--- config.mk ---
export PLATFORM = sky130hd
export DESIGN_NAME = bbx_translator
export DESIGN_NICKNAME = d
export VERILOG_FILES = /design/src/rtl/bbx_pkg.sv /design/src/rtl/bbx_regfile.sv /design/src/rtl/bbx_side.sv /design/src/rtl/bbx_translator.sv
export SDC_FILE = /design/constraint.sdc
export NUM_CORES = 1
export LEC_CHECK = 0
export ABC_AREA = 1
export CORE_MARGIN = 2
export CORE_UTILIZATION = 45
export CTS_CLUSTER_DIAMETER = 50
export DETAILED_ROUTE_END_ITERATION = 8
export PLACE_DENSITY = 0.67
export REMOVE_ABC_BUFFERS = 1
export SLEW_MARGIN = 20
export SYNTH_ARGS = -nofsm -noshare
export SYNTH_HDL_FRONTEND = slang
export SYNTH_SLANG_ARGS = --single-unit
export TNS_END_PERCENT = 100
--- constraint.sdc ---
create_clock -name clk -period 9.1 [get_ports clk]
set_input_delay 1.365 -clock clk [delete_from_list [all_inputs] [get_ports clk]]
set_output_delay 1.365 -clock clk [all_outputs]
set_load 0.02 [all_outputs]
--- src/rtl/bbx_pkg.sv ---
package bbx_pkg;
    localparam int ADDR_W = 32;
    localparam int NREG   = 4;
    localparam int SEL_W  = $clog2(NREG);
    localparam int NSIDE  = 2;

    typedef enum logic [SEL_W-1:0] {
        SEL_IF_BASE  = 2'd0,
        SEL_IF_LIMIT = 2'd1,
        SEL_LS_BASE  = 2'd2,
        SEL_LS_LIMIT = 2'd3
    } reg_sel_e;

    typedef struct packed {
        logic              vld;
        logic              fault;
        logic [ADDR_W-1:0] paddr;
    } xl_res_t;

    function automatic logic outside_limit(logic [ADDR_W-1:0] a, logic [ADDR_W-1:0] lim);
        return a >= lim;
    endfunction
endpackage

--- src/rtl/bbx_regfile.sv ---
module bbx_regfile
    import bbx_pkg::*;
#(
    parameter int W = ADDR_W
) (
    input  logic             clk,
    input  logic             rst,
    input  logic             sup_mode,
    input  logic             cfg_we,
    input  logic [SEL_W-1:0] cfg_sel,
    input  logic [W-1:0]     cfg_wdata,
    output logic [W-1:0]     base_o  [NSIDE],
    output logic [W-1:0]     limit_o [NSIDE],
    output logic             priv_err
);
    logic [W-1:0] regs_q [NREG];

    always_ff @(posedge clk) begin
        if (rst) begin
            for (int i = 0; i < NREG; i++) regs_q[i] <= '0;
            priv_err <= 1'b0;
        end else begin
            if (cfg_we && sup_mode) regs_q[cfg_sel] <= cfg_wdata;
            priv_err <= cfg_we && !sup_mode;
        end
    end

    always_comb begin
        base_o[0]  = regs_q[SEL_IF_BASE];
        limit_o[0] = regs_q[SEL_IF_LIMIT];
        base_o[1]  = regs_q[SEL_LS_BASE];
        limit_o[1] = regs_q[SEL_LS_LIMIT];
    end
endmodule

--- src/rtl/bbx_side.sv ---
module bbx_side
    import bbx_pkg::*;
#(
    parameter int W = ADDR_W
) (
    input  logic         clk,
    input  logic         rst,
    input  logic         req,
    input  logic [W-1:0] laddr,
    input  logic [W-1:0] base,
    input  logic [W-1:0] limit,
    output logic         vld,
    output logic         fault,
    output logic [W-1:0] paddr
);
    logic [W-1:0] sum;
    logic         over;

    always_comb begin
        sum  = base + laddr;
        over = (laddr >= limit);
    end

    always_ff @(posedge clk) begin
        if (rst) begin
            vld   <= 1'b0;
            fault <= 1'b0;
            paddr <= '0;
        end else begin
            vld   <= req && !over;
            fault <= req && over;
            paddr <= (req && !over) ? sum : '0;
        end
    end
endmodule

--- src/rtl/bbx_translator.sv ---
module bbx_translator
    import bbx_pkg::*;
(
    input  logic              clk,
    input  logic              rst,
    input  logic              sup_mode,
    input  logic              cfg_we,
    input  logic [SEL_W-1:0]  cfg_sel,
    input  logic [ADDR_W-1:0] cfg_wdata,
    input  logic              if_req,
    input  logic [ADDR_W-1:0] if_laddr,
    output logic              if_vld,
    output logic              if_fault,
    output logic [ADDR_W-1:0] if_paddr,
    input  logic              ls_req,
    input  logic [ADDR_W-1:0] ls_laddr,
    output logic              ls_vld,
    output logic              ls_fault,
    output logic [ADDR_W-1:0] ls_paddr,
    output logic              priv_err
);
    logic [ADDR_W-1:0] base_w  [NSIDE];
    logic [ADDR_W-1:0] limit_w [NSIDE];
    logic              req_w   [NSIDE];
    logic [ADDR_W-1:0] la_w    [NSIDE];
    logic              vld_w   [NSIDE];
    logic              flt_w   [NSIDE];
    logic [ADDR_W-1:0] pa_w    [NSIDE];

    bbx_regfile #(.W(ADDR_W)) u_regs (
        .clk(clk), .rst(rst), .sup_mode(sup_mode),
        .cfg_we(cfg_we), .cfg_sel(cfg_sel), .cfg_wdata(cfg_wdata),
        .base_o(base_w), .limit_o(limit_w), .priv_err(priv_err)
    );

    always_comb begin
        req_w[0] = if_req;  la_w[0] = if_laddr;
        req_w[1] = ls_req;  la_w[1] = ls_laddr;
    end

    for (genvar g = 0; g < NSIDE; g++) begin : g_side
        bbx_side #(.W(ADDR_W)) u_side (
            .clk(clk), .rst(rst), .req(req_w[g]), .laddr(la_w[g]),
            .base(base_w[g]), .limit(limit_w[g]),
            .vld(vld_w[g]), .fault(flt_w[g]), .paddr(pa_w[g])
        );
    end

    always_comb begin
        if_vld = vld_w[0];  if_fault = flt_w[0];  if_paddr = pa_w[0];
        ls_vld = vld_w[1];  ls_fault = flt_w[1];  ls_paddr = pa_w[1];
    end
endmodule

; ---- Word level (Yosys, flattened, before mapping)
; Memories as Yosys holds them, arrays and structs flattened.
; Index checks and enable logic that the tools add are counted.
[classes]
add_sub_neg = 2
n_lt_le_gt_ge = 2
n_mux = 8
n_bitwise = 2
n_reduce_logical = 12
[ops]
columns = operator, n
row1 = 32-bit adder, 2
row2 = 32-bit greater-or-equal comparator, 2
row3 = 32-bit 2-to-1 mux, 1
row4 = 32-bit OR reduction, 1
row5 = 1-bit logical AND, 6
row6 = 1-bit 2-to-1 mux, 6
row7 = 2-bit OR reduction, 2
row8 = 1-bit zero test, 3
row9 = 2-bit 2-to-1 mux, 1
row10 = 1-bit inverter, 2
[totals]
register_bits = 69
mem_bits_rw = 128
inputBits = 104
output_inout_bits = 69
elab_cells = 34
memories = 1
[memory_table]
columns = name, words, width, read_ports, rd_ports_with_merged_regs, wr, line_no
row1 = u_regs.regs_q, 4, 32, 4, 0, 4, bbx_regfile.sv:16  ; logic [W-1:0] regs_q [NREG];

; ---- Depth between registers and ports, before layout
; Gate-level depths: netlist of the first run.
[depth]
ltp_word = 6
ltp_mapped = 15
depth_no_buf = 15

; ---- Modules after synthesis
; A second synthesis of the first run with hierarchy kept.
[unflattened]
hier_cells = 1815
area_unflattened_um2 = 13304.0
[by_module_without_submodules]
columns = module, n_inst, cells_each, area_each_um2, seq_area_each_um2
row1 = bbx_regfile, 1, 318, 4682.0, 3863.7
row2 = bbx_side (g_side[0].u_side), 1, 753, 4330.4, 680.7
row3 = bbx_side (g_side[1].u_side), 1, 744, 4291.6, 680.7

; ---- Worst setup path before layout of the first run
; Ideal clock, no wire load.
[synth_timing]
path_kind = input port to flip-flop
start = in cfg_we
end = mem u_regs.regs_q[3][0] (netlist name) (enable)
setup_ns = 0.466
t_arrival_ns = 3.717
required_ns = 8.634
path_slack_ns = 4.917
path_stages = 2
path_buffers = 0
path_cell_list = nand2_1 > o21ai_0
[synth_lines]
columns = item, line_no
row1 = "start, declared", bbx_translator.sv:7  ; input logic cfg_we,
row2 = "end, declared", bbx_regfile.sv:16

==> flow_metrics.env, run 1 <==
export IMPL_ant_nets=0
export IMPL_worst_pin_slew_ns=1.10
export IMPL_critPathSlowestCell="nand2_1"
export IMPL_mostFrequentLayoutCells="nand2_1, inv_1, nor2_1"
export IMPL_ys_ff_latch=197
export IMPL_drive_gt1_share_pct=6.08
export IMPL_cp_max_fo=33
export IMPL_timing_final_crit_share_pct=48.3
export IMPL_cts_setup_buffers=0
export IMPL_cpMostUsedCell="nand2_1"
export IMPL_io_pin_count=173
export IMPL_p_leak_nw=8.31
export IMPL_rsz0062_at_grt="false"
export IMPL_crit_path_cell_trace="clkdlybuf4s50_1 > nand2_1 > nor2_1 > inv_1 > nor2_1 > nand2_1 > nand2_1 > buf_4"
export IMPL_grt_overflow_total=0
export IMPL_clk_pin_slew_worst_paths_ns=0.08
export IMPL_first_global_vias=11074
export IMPL_netlist_cell_type_count=37
export IMPL_grt_pass1_wl_um=54700
export IMPL_wl_per_cell_um=14.1
export IMPL_synthCells=1834
export IMPL_clockBufferDepth=2
export IMPL_gp_congestion=0.912
export IMPL_grtUsageTotal_pct=22.7
export IMPL_routed_via_density=4.66
export IMPL_core_region_area_um2=28900
export IMPL_cts_tree="done"
export IMPL_rows=62
export IMPL_synth_avg_cell_area_um2=7.24
export IMPL_first_pass_iters=5
export IMPL_finalSetupViolCount=0
export IMPL_slew_headroom_pct=26.3
export IMPL_fmax_ghz=0.228
export IMPL_grt_max_degree=34
export IMPL_vias=11223
export IMPL_yosys_warnings=0
export IMPL_cp_slowest_stage_delay_ns=0.67
export IMPL_port_buffers=172
export IMPL_start_util_pct=46.0
export IMPL_synth_area_um2=13300
export IMPL_final_nets=2243
export IMPL_p_per_area_nw_per_um2=153
export IMPL_cts_root_buf="clkbuf_16"
export IMPL_skew_ns=0.0141
export IMPL_cts_resized=0
export IMPL_die_w_um=176
export IMPL_cp_arrival_ns=4.50
export IMPL_clock_latency_ns=0.44
export IMPL_placed_cells=2376
export IMPL_n_antenna_cell=0
export IMPL_final_common_cell="nand2_1"
export IMPL_ys_seq_area_share_pct=39.3
export IMPL_clock_sinks=197
export IMPL_die_height_um=176
export IMPL_crit_path_end_kind="register"
export IMPL_syn_to_final_growth_pct=20.8
export IMPL_stdcell_count=2408
export IMPL_slew_viol_final=0
export IMPL_numCtsBuffers=17
export IMPL_drtIter0Drc=643
export IMPL_setup_worst_path_start_class="primary input"
export IMPL_holdWs_ns=0.612
export IMPL_drcViolationCount=0
export IMPL_status="finished clean"
export IMPL_finalSetupTns_ns=0
export IMPL_hp_class="reg2reg"
export IMPL_postCtsHoldBufs=0
export IMPL_hpwl_um=28000
export IMPL_cts_htree_levels=4
export IMPL_peakVddDrop_mv=0.121
export IMPL_antenna_found_initial=0
export IMPL_drt_wl_total_um=33900
export IMPL_maxCapViolations=0
export IMPL_worstSetupPathType="in2reg"
export IMPL_hold_viol=0
export IMPL_post_route_min_period_ns=4.39
export IMPL_die_area_um2=30900
export IMPL_cp_required_ns=9.21
path summary, 6_finish.rpt:
check / slack [ns] / depth (start not counted) / startpoint / endpoint
max reg2reg: 6.79 / 10 / u_regs.regs_q[3][5] / g_side[1].u_side.paddr[22]
min reg2reg: 0.61 / 3 / u_regs.regs_q[2][0] / g_side[1].u_side.paddr[0]
min: 0.61 / 3 / u_regs.regs_q[2][0] / g_side[1].u_side.paddr[0]
max: 4.71 / 8 / cfg_we / u_regs.regs_q[0][24]
metal layers:
metal	track usage, %	share of wire, %	vias up
met1	28.7	45	4983
met3	3.07	3.5	52
li1	-	-	5945
met2	39.9	48	243
met5	0	0	-
met4	7.78	3.1	0
final cells by class:
cell class | instances | area, um^2
fill | 2855 | 12800
clock buffer | 18 | 439
tap | 384 | 480
multi-input combinational | 1205 | 6430
clock inverter | 14 | 173
sequential | 197 | 5230
inverter | 414 | 1550
timing repair buffer | 176 | 1750
logic make-up after synthesis:
family / Yosys count / share of synthesized area [%]
AOI/OAI and AO/OA: 83 / 3.40
xor gates and xnor gates: 31 / 2.04
adders and majority gates: 128 / 12.2
buffers and inverters: 432 / 12.3
DFF: 197 / 39.3
and+or+nand+nor: 963 / 30.7
critical path: cells and delay by family:
family	cells	cell delay [ns]
simple gates	5	1.77
buf+inv	3	1.35
cell usage after synthesis (all sizes together):
master,n,area share [%]
a21oi,64,2.4
nand2,548,16
nand3b,6,0.40
fa,2,0.30
ha,126,12
xnor2,8,0.53
buf,9,0.40
o211ai,1,0.057
o21bai,3,0.17
and2,15,0.71
o21a,4,0.23
inv,414,12
xor2,23,1.5
a21o,5,0.28
nor2,287,8.9
clkbuf,9,0.25
nand3,67,2.6
and3,1,0.047
dfxtp,69,10
or2,1,0.047
nand4,24,1.2
nor3,14,0.83
edfxtp,128,29
o21ai,6,0.23
state kept, by name, summed over array words and instances (netlist names):
signal / cells
g_side.u_side.fault: 2
u_regs.regs_q: 128
u_regs.priv_err: 1
g_side.u_side.paddr: 64
g_side.u_side.vld: 2
stage by stage:
step / area (um^2) / utilization [%] / setup slack [ns] / power [mW]
2_1_floorplan: 13200 / - / 4.92 / 1.47
3_3_place_gp: 15400 / 53.5 / 4.40 / 1.68
3_5_place_dp: 15400 / 53.5 / 4.30 / 1.69
4_1_cts: 16100 / 55.6 / 4.75 / 2.48
5_1_grt: 16100 / 55.6 / 4.37 / 2.60
6_report: 16100 / 55.6 / 4.71 / 2.46
report_power, final:
part           leakage, nW  switching [mW]  internal [mW]
Clock                0.299           0.385          0.405
Sequential            1.79          0.0192           1.01
Combinational         6.22           0.398          0.245
Total                 8.31           0.802           1.66
Power figures use the tool's default switching activity.
==> run 2: changes to the inputs <==
--- a/config.mk
+++ b/config.mk
@@ -10,7 +10,7 @@
 export CORE_UTILIZATION = 45
 export CTS_CLUSTER_DIAMETER = 50
 export DETAILED_ROUTE_END_ITERATION = 8
-export PLACE_DENSITY = 0.67
+export PLACE_DENSITY = 0.7
 export REMOVE_ABC_BUFFERS = 1
 export SLEW_MARGIN = 20
 export SYNTH_ARGS = -nofsm -noshare
==> constraint.sdc (replaced) <==
create_clock -name clk -period 3.95 [get_ports clk]
set_input_delay 0.5925 -clock clk [delete_from_list [all_inputs] [get_ports clk]]
set_output_delay 0.5925 -clock clk [all_outputs]
set_load 0.02 [all_outputs]
==> flow_metrics.env, run 2 (same netlist as run 1, synthesis figures left out) <==
export IMPL_status="finished clean"
export IMPL_p_per_area_nw_per_um2=349
export IMPL_place_ws_ns=1.10
export IMPL_clock_sinks=197
export IMPL_mostFrequentLayoutCells="nand2_1, inv_1, nor2_1"
export IMPL_stdcell_count=2412
export IMPL_cts_resized=0
export IMPL_cts_root_buf="clkbuf_16"
export IMPL_first_global_vias=11211
export IMPL_critPathSlowestCell="fa_1"
export IMPL_hpwl_um=28600
export IMPL_cp_required_ns=4.27
export IMPL_gp_congestion=0.954
export IMPL_cp_arrival_ns=2.73
export IMPL_clockBufferDepth=2
export IMPL_top_regs="u_regs.regs_q x128, g_side.u_side.paddr x64"
export IMPL_n_antenna_cell=0
export IMPL_setup_ws_ns=1.55
export IMPL_fmax_ghz=0.416
export IMPL_drtIter0Drc=691
export IMPL_die_area_um2=30900
export IMPL_holdWs_ns=0.620
export IMPL_numCtsBuffers=17
export IMPL_first_pass_iters=5
export IMPL_drt_wl_total_um=35300
export IMPL_routed_via_density=4.72
export IMPL_ant_nets=0
export IMPL_port_buffers=172
export IMPL_power_total_mw=5.59
export IMPL_drcViolationCount=0
export IMPL_grt_pass1_wl_um=56300
export IMPL_antenna_found_initial=0
export IMPL_slew_viol_final=0
export IMPL_placed_cells=2381
export IMPL_cp_top_family="simple AND/OR/NAND/NOR gates"
export IMPL_cts_tree="done"
export IMPL_utilization_pct=55.6
export IMPL_worst_pin_slew_ns=0.526
export IMPL_rows=62
export IMPL_clk_pin_slew_worst_paths_ns=0.08
export IMPL_hp_class="reg2reg"
export IMPL_peakVddDrop_mv=0.251
export IMPL_place_area_um2=15500
export IMPL_final_common_cell="nand2_1"
export IMPL_finalSetupViolCount=0
export IMPL_cpMostUsedCell="nand2_1"
export IMPL_largest_reg_flops=128
export IMPL_grtUsageTotal_pct=23.5
export IMPL_clock_latency_ns=0.45
export IMPL_core_region_area_um2=28900
export IMPL_io_pin_count=173
export IMPL_crit_path_end_kind="register"
export IMPL_die_height_um=176
export IMPL_setup_worst_path_start_class="primary input"
export IMPL_maxCapViolations=0
export IMPL_skew_ns=0.0169
export IMPL_worstSetupPathType="in2reg"
export IMPL_drive_gt1_share_pct=6.16
export IMPL_cp_max_fo=4
export IMPL_cts_setup_buffers=0
export IMPL_cp_slowest_stage_delay_ns=0.46
export IMPL_crit_path_cell_trace="clkdlybuf4s50_1 > ha_1 > fa_1 > nand3_1 > nand3_1 > nand2_1 > nand3_1 > nand2_1 > nand3b_1 > nand2_1 > nand2_1 > inv_1 > nor2_1"
export IMPL_post_route_min_period_ns=2.40
export IMPL_die_w_um=176
export IMPL_p_leak_nw=8.32
export IMPL_finalSetupTns_ns=0
export IMPL_start_util_pct=46.0
export IMPL_finish_instance_area_um2=16100
export IMPL_path_buf_inv=2
export IMPL_cts_htree_levels=4
export IMPL_final_nets=2248
export IMPL_rsz0062_at_grt="false"
export IMPL_postCtsHoldBufs=0
export IMPL_wl_per_cell_um=14.6
export IMPL_grt_overflow_total=0
export IMPL_top_register="u_regs.regs_q"
export IMPL_hold_viol=0
export IMPL_syn_to_final_growth_pct=20.8
export IMPL_grt_max_degree=34
export IMPL_slew_headroom_pct=64.9
export IMPL_vias=11384
export IMPL_timing_final_crit_share_pct=60.9
[run 2: cell count changes in the layout (fill, tap and decap cells not counted), sizes merged]
cell,previous run,this run
clkbuf,18,17
inv,423,422
buf,4,9
clkinvlp,1,0
bufinv,1,0
clkinv,3,6
[run 2: per-layer routing]
layer  vias up  GRT usage, %  wire, um
li1       5960             -         -
met1      5131          30.3     16100
met2       245          41.2     17000
met3        48          2.77      1260
met4         0          7.44       874
met5         -             0         0
[run 2: power breakdown]
group	internal, mW	total [mW]	switching, mW
logic	0.566	1.49	0.925
clock network	0.848	1.73	0.886
registers	2.32	2.37	0.0447
[run 2: worst reg2reg max path: stages, from the launching register on]
cell,delay (ns)
edfxtp_1,0.39
ha_1,0.25
fa_1,0.46
nand3_1,0.11
nand3_1,0.17
nand2_1,0.12
nand3_1,0.16
nand2_1,0.13
nand3b_1,0.09
nand2_1,0.07
nand2_1,0.05
inv_1,0.05
nor2_1,0.04
[run 2: path summary, 6_finish.rpt]
kind,startpoint,slack (ns),endpoint,depth (start not counted)
hold / removal,u_regs.regs_q[0][0],0.62,g_side[0].u_side.paddr[0],3
setup reg to reg,u_regs.regs_q[0][0],1.76,g_side[0].u_side.paddr[24],12
setup / recovery,if_laddr[0],1.55,g_side[0].u_side.paddr[24],13
hold reg to reg,u_regs.regs_q[0][0],0.62,g_side[0].u_side.paddr[0],3
[run 2: area by class of cell]
type / count / area, um^2
Inverter: 414 / 1550
Sequential cell: 197 / 5230
Multi-Input combinational cell: 1205 / 6420
Timing Repair Buffer: 181 / 1790
Clock buffer: 17 / 425
Tap cell: 384 / 480
Fill cell: 2768 / 12800
Clock inverter: 14 / 155
